<file path="src/rtl/vwm_pkg.sv">
// Package: shared defaults and the control-word layout for the widening multiplier.
// Assumes: control bit 2 = odd lanes, bit 1 = unsigned, bit 0 = byte elements.
package vwm_pkg;
    localparam int VEC_W_DEF  = 128;
    localparam int HALF_W_DEF = 16;
    localparam int BYTE_W_DEF = 8;

    typedef struct packed {
        logic odd;
        logic is_unsigned;
        logic is_byte;
    } vwm_ctrl_t;
endpackage

</file>
<file path="src/rtl/vwm_operand_pick.sv">
// Module: selects the even or odd source lanes and extends each one by one bit,
// either with its sign or with zero, so that one signed multiplier serves both forms.
// Assumes: VEC_W is a multiple of 2*HALF_W, and HALF_W = 2*BYTE_W. Lanes are big-endian.
module vwm_operand_pick
    import vwm_pkg::*;
#(
    parameter int VEC_W  = VEC_W_DEF,
    parameter int HALF_W = HALF_W_DEF,
    parameter int BYTE_W = BYTE_W_DEF,
    localparam int HSLOTS = VEC_W / (2 * HALF_W),
    localparam int SLOTS  = VEC_W / (2 * BYTE_W),
    localparam int LSLOTS = SLOTS - HSLOTS,
    localparam int HEXT   = HALF_W + 1,
    localparam int BEXT   = BYTE_W + 1
) (
    input  vwm_ctrl_t                        ctrl,
    input  logic [VEC_W-1:0]                 src_a,
    input  logic [VEC_W-1:0]                 src_b,
    output logic [HSLOTS-1:0][HEXT-1:0]      hi_a,
    output logic [HSLOTS-1:0][HEXT-1:0]      hi_b,
    output logic [LSLOTS-1:0][BEXT-1:0]      lo_a,
    output logic [LSLOTS-1:0][BEXT-1:0]      lo_b
);
    // Slots that serve halfword products, and byte products in byte mode.
    for (genvar g = 0; g < HSLOTS; g++) begin : g_hi
        localparam int HTOP = VEC_W - 1 - 2 * HALF_W * g;
        localparam int BTOP = VEC_W - 1 - 2 * BYTE_W * g;
        logic [HALF_W-1:0] ha, hb;
        logic [BYTE_W-1:0] ba, bb;
        logic              sa_h, sb_h, sa_b, sb_b;

        // Purpose: pick the lane of each size and extend whichever one the mode asks for.
        always_comb begin
            ha   = ctrl.odd ? src_a[HTOP-HALF_W -: HALF_W] : src_a[HTOP -: HALF_W];
            hb   = ctrl.odd ? src_b[HTOP-HALF_W -: HALF_W] : src_b[HTOP -: HALF_W];
            ba   = ctrl.odd ? src_a[BTOP-BYTE_W -: BYTE_W] : src_a[BTOP -: BYTE_W];
            bb   = ctrl.odd ? src_b[BTOP-BYTE_W -: BYTE_W] : src_b[BTOP -: BYTE_W];
            sa_h = ~ctrl.is_unsigned & ha[HALF_W-1];
            sb_h = ~ctrl.is_unsigned & hb[HALF_W-1];
            sa_b = ~ctrl.is_unsigned & ba[BYTE_W-1];
            sb_b = ~ctrl.is_unsigned & bb[BYTE_W-1];
            if (ctrl.is_byte) begin
                hi_a[g] = {{(HEXT-BYTE_W){sa_b}}, ba};
                hi_b[g] = {{(HEXT-BYTE_W){sb_b}}, bb};
            end else begin
                hi_a[g] = {sa_h, ha};
                hi_b[g] = {sb_h, hb};
            end
        end
    end

    // Slots that serve only byte products.
    for (genvar g = 0; g < LSLOTS; g++) begin : g_lo
        localparam int BTOP = VEC_W - 1 - 2 * BYTE_W * (g + HSLOTS);
        logic [BYTE_W-1:0] ba, bb;

        // Purpose: pick the selected byte lane of each source and extend it.
        always_comb begin
            ba      = ctrl.odd ? src_a[BTOP-BYTE_W -: BYTE_W] : src_a[BTOP -: BYTE_W];
            bb      = ctrl.odd ? src_b[BTOP-BYTE_W -: BYTE_W] : src_b[BTOP -: BYTE_W];
            lo_a[g] = {~ctrl.is_unsigned & ba[BYTE_W-1], ba};
            lo_b[g] = {~ctrl.is_unsigned & bb[BYTE_W-1], bb};
        end
    end
endmodule

</file>
<file path="src/rtl/vwm_lane_mult.sv">
// Module: one signed multiplier slot with a registered product.
// Assumes: the operands are already extended, so the product of two OP_W-bit signed
// values fits in 2*(OP_W-1) bits. The register loads only when adv is high.
module vwm_lane_mult #(
    parameter int OP_W = 17,
    localparam int PW  = 2 * (OP_W - 1)
) (
    input  logic            clk,
    input  logic            rst_n,
    input  logic            adv,
    input  logic [OP_W-1:0] op_a,
    input  logic [OP_W-1:0] op_b,
    output logic [PW-1:0]   prod_q
);
    logic signed [OP_W-1:0] sa, sb;
    logic signed [PW-1:0]   prod_c;

    // Purpose: form the exact product at the output width.
    always_comb begin
        sa     = op_a;
        sb     = op_b;
        prod_c = PW'(sa) * PW'(sb);
    end

    // Purpose: hold the product for the output stage.
    always_ff @(posedge clk) begin
        if (adv) prod_q <= prod_c;
    end

    // operands of the same sign that both fit the element range give a positive product.
    assert_no_overflow_R3: assert property (@(posedge clk) disable iff (!rst_n)
        ($past(adv) && $past(op_a) != '0 && $past(op_b) != '0 &&
         $past(op_a[OP_W-1]) == $past(op_a[OP_W-2]) &&
         $past(op_b[OP_W-1]) == $past(op_b[OP_W-2]) &&
         $past(op_a[OP_W-1]) == $past(op_b[OP_W-1]))
        |-> (!prod_q[PW-1] && prod_q != '0));

    // a zero operand yields a zero product.
    assert_zero_product_R1: assert property (@(posedge clk) disable iff (!rst_n)
        ($past(adv) && ($past(op_a) == '0 || $past(op_b) == '0)) |-> (prod_q == '0));
endmodule

</file>
<file path="src/rtl/vwm_result_pack.sv">
// Module: places the slot products into the result vector for the mode in force.
// Assumes: the hi slots give the halfword products (word i = slot i). In byte mode
// halfword i comes from slot i, where the hi slots come first and the lo slots follow.
module vwm_result_pack #(
    parameter int VEC_W  = 128,
    parameter int HALF_W = 16,
    parameter int BYTE_W = 8,
    localparam int HSLOTS = VEC_W / (2 * HALF_W),
    localparam int SLOTS  = VEC_W / (2 * BYTE_W),
    localparam int LSLOTS = SLOTS - HSLOTS
) (
    input  logic                              is_byte,
    input  logic [HSLOTS-1:0][2*HALF_W-1:0]   hi_p,
    input  logic [LSLOTS-1:0][2*BYTE_W-1:0]   lo_p,
    output logic [VEC_W-1:0]                  result
);
    // Purpose: route each product to its big-endian element position.
    always_comb begin
        result = '0;
        if (is_byte) begin
            for (int g = 0; g < HSLOTS; g++)
                result[VEC_W-1-2*BYTE_W*g -: 2*BYTE_W] = hi_p[g][2*BYTE_W-1:0];
            for (int g = 0; g < LSLOTS; g++)
                result[VEC_W-1-2*BYTE_W*(g+HSLOTS) -: 2*BYTE_W] = lo_p[g];
        end else begin
            for (int g = 0; g < HSLOTS; g++)
                result[VEC_W-1-2*HALF_W*g -: 2*HALF_W] = hi_p[g];
        end
    end
endmodule

</file>
<file path="src/rtl/vec_widen_mul.sv">
// Module: top of the even/odd widening multiplier. It picks lanes and captures the
// extended operands at issue (stage 1), registers the products (stage 2), then packs them.
// Assumes: the output is never stalled, so in_ready depends only on reset.
module vec_widen_mul
    import vwm_pkg::*;
#(
    parameter int VEC_W  = VEC_W_DEF,
    parameter int HALF_W = HALF_W_DEF,
    parameter int BYTE_W = BYTE_W_DEF,
    localparam int HSLOTS = VEC_W / (2 * HALF_W),
    localparam int SLOTS  = VEC_W / (2 * BYTE_W),
    localparam int LSLOTS = SLOTS - HSLOTS,
    localparam int HEXT   = HALF_W + 1,
    localparam int BEXT   = BYTE_W + 1
) (
    input  logic             clk,
    input  logic             rst_n,
    input  logic             in_valid,
    output logic             in_ready,
    input  logic [2:0]       op_ctrl,
    input  logic [VEC_W-1:0] src_a,
    input  logic [VEC_W-1:0] src_b,
    output logic             out_valid,
    output logic [VEC_W-1:0] out_result
);
    vwm_ctrl_t ctrl;
    logic      ready_q, fire;
    logic      v1_q, v2_q, byte1_q, byte2_q;

    logic [HSLOTS-1:0][HEXT-1:0]     hi_a, hi_b, hi_a_q, hi_b_q;
    logic [LSLOTS-1:0][BEXT-1:0]     lo_a, lo_b, lo_a_q, lo_b_q;
    logic [HSLOTS-1:0][2*HALF_W-1:0] hi_p;
    logic [LSLOTS-1:0][2*BYTE_W-1:0] lo_p;

    // Purpose: decode the control word and qualify the issue handshake.
    always_comb begin
        ctrl     = vwm_ctrl_t'(op_ctrl);
        fire     = in_valid & ready_q;
        in_ready = ready_q;
    end

    vwm_operand_pick #(.VEC_W(VEC_W), .HALF_W(HALF_W), .BYTE_W(BYTE_W)) u_pick (
        .ctrl(ctrl), .src_a(src_a), .src_b(src_b),
        .hi_a(hi_a), .hi_b(hi_b), .lo_a(lo_a), .lo_b(lo_b)
    );

    // Purpose: the valid chain and the ready flag, cleared by the synchronous reset.
    always_ff @(posedge clk) begin
        if (!rst_n) begin
            ready_q <= 1'b0;
            v1_q    <= 1'b0;
            v2_q    <= 1'b0;
        end else begin
            ready_q <= 1'b1;
            v1_q    <= fire;
            v2_q    <= v1_q;
        end
    end

    // Purpose: capture the operands and element size at issue, so later inputs cannot disturb them.
    always_ff @(posedge clk) begin
        if (fire) begin
            hi_a_q  <= hi_a;
            hi_b_q  <= hi_b;
            lo_a_q  <= lo_a;
            lo_b_q  <= lo_b;
            byte1_q <= ctrl.is_byte;
        end
        if (v1_q) byte2_q <= byte1_q;
    end

    for (genvar g = 0; g < HSLOTS; g++) begin : g_hmul
        vwm_lane_mult #(.OP_W(HEXT)) u_mul (
            .clk(clk), .rst_n(rst_n), .adv(v1_q),
            .op_a(hi_a_q[g]), .op_b(hi_b_q[g]), .prod_q(hi_p[g])
        );
    end

    for (genvar g = 0; g < LSLOTS; g++) begin : g_lmul
        vwm_lane_mult #(.OP_W(BEXT)) u_mul (
            .clk(clk), .rst_n(rst_n), .adv(v1_q),
            .op_a(lo_a_q[g]), .op_b(lo_b_q[g]), .prod_q(lo_p[g])
        );
    end

    vwm_result_pack #(.VEC_W(VEC_W), .HALF_W(HALF_W), .BYTE_W(BYTE_W)) u_pack (
        .is_byte(byte2_q), .hi_p(hi_p), .lo_p(lo_p), .result(out_result)
    );

    assign out_valid = v2_q;

    // a result appears exactly two edges after each accepted issue, and at no other time.
    assert_latency_R7: assert property (@(posedge clk) disable iff (!rst_n)
        out_valid == $past(fire, 2));

    // an edge with reset asserted leaves the unit idle and not ready.
    assert_reset_idle_R9: assert property (@(posedge clk)
        !rst_n |=> (!out_valid && !in_ready));

    // once reset has been released for a full cycle, the unit is always ready.
    assert_ready_R10: assert property (@(posedge clk) disable iff (!rst_n)
        $past(rst_n) |-> in_ready);
endmodule

</file>
<file path="config.mk">
export PLATFORM = sky130hd
export DESIGN_NAME = vec_widen_mul
export DESIGN_NICKNAME = d
export VERILOG_FILES = /design/src/rtl/vwm_pkg.sv /design/src/rtl/vwm_operand_pick.sv /design/src/rtl/vwm_lane_mult.sv /design/src/rtl/vwm_result_pack.sv /design/src/rtl/vec_widen_mul.sv
export SDC_FILE = /design/constraint.sdc
export NUM_CORES = 2
export LEC_CHECK = 0
export BUFFER_PORTS_ARGS = -buffer_cell sky130_fd_sc_hd__buf_2
export CELL_PAD_IN_SITES_DETAIL_PLACEMENT = 1
export CELL_PAD_IN_SITES_GLOBAL_PLACEMENT = 1
export CORE_MARGIN = 2
export CORE_UTILIZATION = 47
export CTS_CLUSTER_SIZE = 8
export DETAILED_ROUTE_END_ITERATION = 7
export HOLD_SLACK_MARGIN = 0.08
export PLACE_DENSITY_LB_ADDON = 0.15
export SLEW_MARGIN = 25
export SYNTH_ARGS = -nofsm -noshare
export SYNTH_HDL_FRONTEND = slang
export SYNTH_SLANG_ARGS = --single-unit
</file>
<file path="constraint.sdc">
create_clock -name clk -period 16.15 [get_ports clk]
set_input_delay 3.23 -clock clk [delete_from_list [all_inputs] [get_ports clk]]
set_output_delay 3.23 -clock clk [all_outputs]
set_load 0.01 [all_outputs]
</file>
==> impl_metrics.json <==
{
  "r2r_cells": 18,
  "cts_buffers": 61,
  "placed_area_um2": 73400,
  "num_vias": 48300,
  "die_area_um2": 151000,
  "ys_seq_area_share_pct": 17.4,
  "fmax_ghz": 0.137,
  "fin_worst_skew_ns": 0.0499,
  "outcome": "finished clean",
  "clock_sinks": 405,
  "crit_top_cell": "buf_4",
  "crit_path_start_kind": "register",
  "hold_path_depth": 0,
  "clock_latency_ns": 0.72,
  "ir_drop_v": 0.000216,
  "row_count": 141,
  "hpwl_mm": 183,
  "min_period_ns": 7.29,
  "drt-total-wl_mm": 221,
  "yosysTopAreaCell": "fa_1",
  "ys_warn_count": 0,
  "synthArstFlopShare_pct": 0,
  "grt_setup_unrepaired": "false",
  "crit_type": "register to output port",
  "hold_class": "register to register",
  "grt_max_degree": 96,
  "final_common_cell": "inv_1",
  "grt_pass1_vias": 54300,
  "grt_overflow": 0,
  "clk_path_buf_depth": 3,
  "syn_area_per_cell_um2": 10.4,
  "dieWidth_um": 389,
  "setup_viol": 0,
  "routed_via_density": 5.43,
  "grt_first_pass_wirelength_mm": 337,
  "finalWorstSetupSlack_ns": 8.86,
  "slew_headroom_pct": 25.6,
  "fin_nets": 9030,
  "cp_slowest_cell": "edfxtp_1",
  "dpl_worst_slack_ns": 9.09,
  "ctsRootBufferMaster": "clkbuf_16",
  "final_area_um2": 75300,
  "arrival_ns": 4.06,
  "synthFlopType": "edfxtp_1",
  "endpoint_kind": "output port",
  "fin_tns_setup_ns": 0,
  "synth_edf_count": 402,
  "synth-seq-cells": 405,
  "gp_congestion": 0.924,
  "ys_types": 76,
  "first_iter_violations": 2845,
  "htreeDepth": 2,
  "area_growth_pct": 7.91,
  "drc": 0,
  "cts_tree": "done",
  "finalHoldViolCount": 0,
  "cts_resized": 0,
  "grt_usage_pct": 29.8,
  "antenna_found_initial": 37,
  "initial_utilization_pct": 47.3,
  "yosysTopAreaCellShare_pct": 39.6,
  "worstMarginPinSlew_ns": 1.12,
  "final_util_pct": 51.0,
  "io_pins": 392,
  "cp_max_fo": 62,
  "mostFrequentLayoutCells": "1487 x inv_1, 1380 x fa_1, 734 x and2_1, 692 x nand2_1, 460 x ha_1",
  "die_h_um": 389,
  "worstPathRequired_ns": 12.92,
  "layout-drive-gt1-share_pct": 11.0,
  "clk_pin_slew_ns": 0.06,
  "post_cts_buffers": 0,
  "postSynthNetCount": 8793,
  "synth_cells": 6691,
  "core-area_um2": 147000,
  "total_leakage_power_uw": 0.0358,
  "path_cells": "buf_4, buf_4, mux2_2, buf_2",
  "port_buffers": 391,
  "wl_per_cell_um": 24.8,
  "dr.pass1.iters": 5,
  "syn-cell-area_um2": 69700,
  "slowest_delay_ns": 0.98,
  "detail-route-antenna-nets": 0,
  "hold_buffers": 0,
  "maxCapViolations": 0,
  "ys_top_cells_by_area": "fa_1 40%, edfxtp_1 17%, ha_1 8.3%",
  "slew_viol_final": 0,
  "powerDensity_nw_per_um2": 199,
  "nFillCells": 16300,
  "min_period_over_period_pct": 45.1
}
[per-stage QoR]
| step | std cells | total power [uW] | hold slack [ns] |
|---|---|---|---|
| global route | 8892 | 16500 | 0.430 |
| floorplan | 6691 | 10400 | 0.400 |
| finish | 8904 | 14900 | 0.417 |
| CTS | 8887 | 15100 | 0.419 |
| global placement | 8795 | 13400 | 0.407 |
| detailed placement | 8795 | 13700 | 0.405 |
[cell usage after synthesis, types with 51 or more instances]
| library cell | instances |
|---|---|
| fa_1 | 1380 |
| nor2b_1 | 66 |
| mux2i_1 | 75 |
| and2_1 | 735 |
| nand2_1 | 692 |
| nand2b_1 | 51 |
| nor2_1 | 108 |
| clkbuf_1 | 223 |
| inv_1 | 1487 |
| mux4_2 | 54 |
| mux2_2 | 192 |
| a21oi_1 | 135 |
| xnor2_1 | 187 |
| o21ai_0 | 108 |
| ha_1 | 460 |
| edfxtp_1 | 402 |
[cell families after synthesis]
kind of cell | Yosys count | share of synthesized area [%]
xor+xnor | 227 | 2.85
buf+inv | 1731 | 9.34
mux | 321 | 5.92
flops | 405 | 17.4
simple gates | 1730 | 12.6
compound gates | 437 | 4.01
fa+ha+maj | 1840 | 47.9
[power breakdown]
group | internal (uW) | leakage (uW) | switching, uW | total, uW
combinational | 4820 | 0.0311 | 6670 | 11500
clock | 737 | 0.000865 | 538 | 1270
sequential | 1960 | 0.00381 | 226 | 2180
total | 7520 | 0.0358 | 7430 | 14900
[critical path, delay by kind of cell (launching register included)]
| kind | cells | cell delay [ns] |
|---|---|---|
| buffers and inverters | 3 | 1.76 |
| DFF | 1 | 0.98 |
| muxes | 1 | 0.49 |
[path summary, 6_finish.rpt]
check / start / to / slack, ns
setup / recovery: byte2_q / out_result[74] / 8.86
hold / removal: byte1_q / byte2_q / 0.42
setup reg to reg: hi_b_q[19] / g_hmul[1].u_mul.prod_q[31] / 8.89
hold reg to reg: byte1_q / byte2_q / 0.42
[flip-flops by register name, indices dropped and copies added (netlist names), 36 cells and up]
name / count
g_hmul.u_mul.prod_q: 128
g_lmul.u_mul.prod_q: 64
hi_a_q: 68
hi_b_q: 68
lo_a_q: 36
lo_b_q: 36
[final cells by class]
type	instances	area, um2	share of cell area (%)
multi-input combinational	4555	51100	67.9
tap	1930	2410	3.21
inverter	1487	5580	7.42
clock inverter	12	190	0.253
antenna	17	42.5	0.0565
timing repair buffer	418	2180	2.90
clock buffer	80	1620	2.15
sequential	405	12100	16.1
[metal layers]
layer  up-vias  wire (um)  part of all wire (%)  track usage, %
met5         -         57                 0.026               0
met4         8       7170                   3.2            8.59
met3       279      18600                   8.5            6.53
met2      1638     102000                    46            48.2
met1     25500      92400                    42            40.6
li1      20900          -                     -               -
Note: power is estimated with default switching activity, not from simulation.
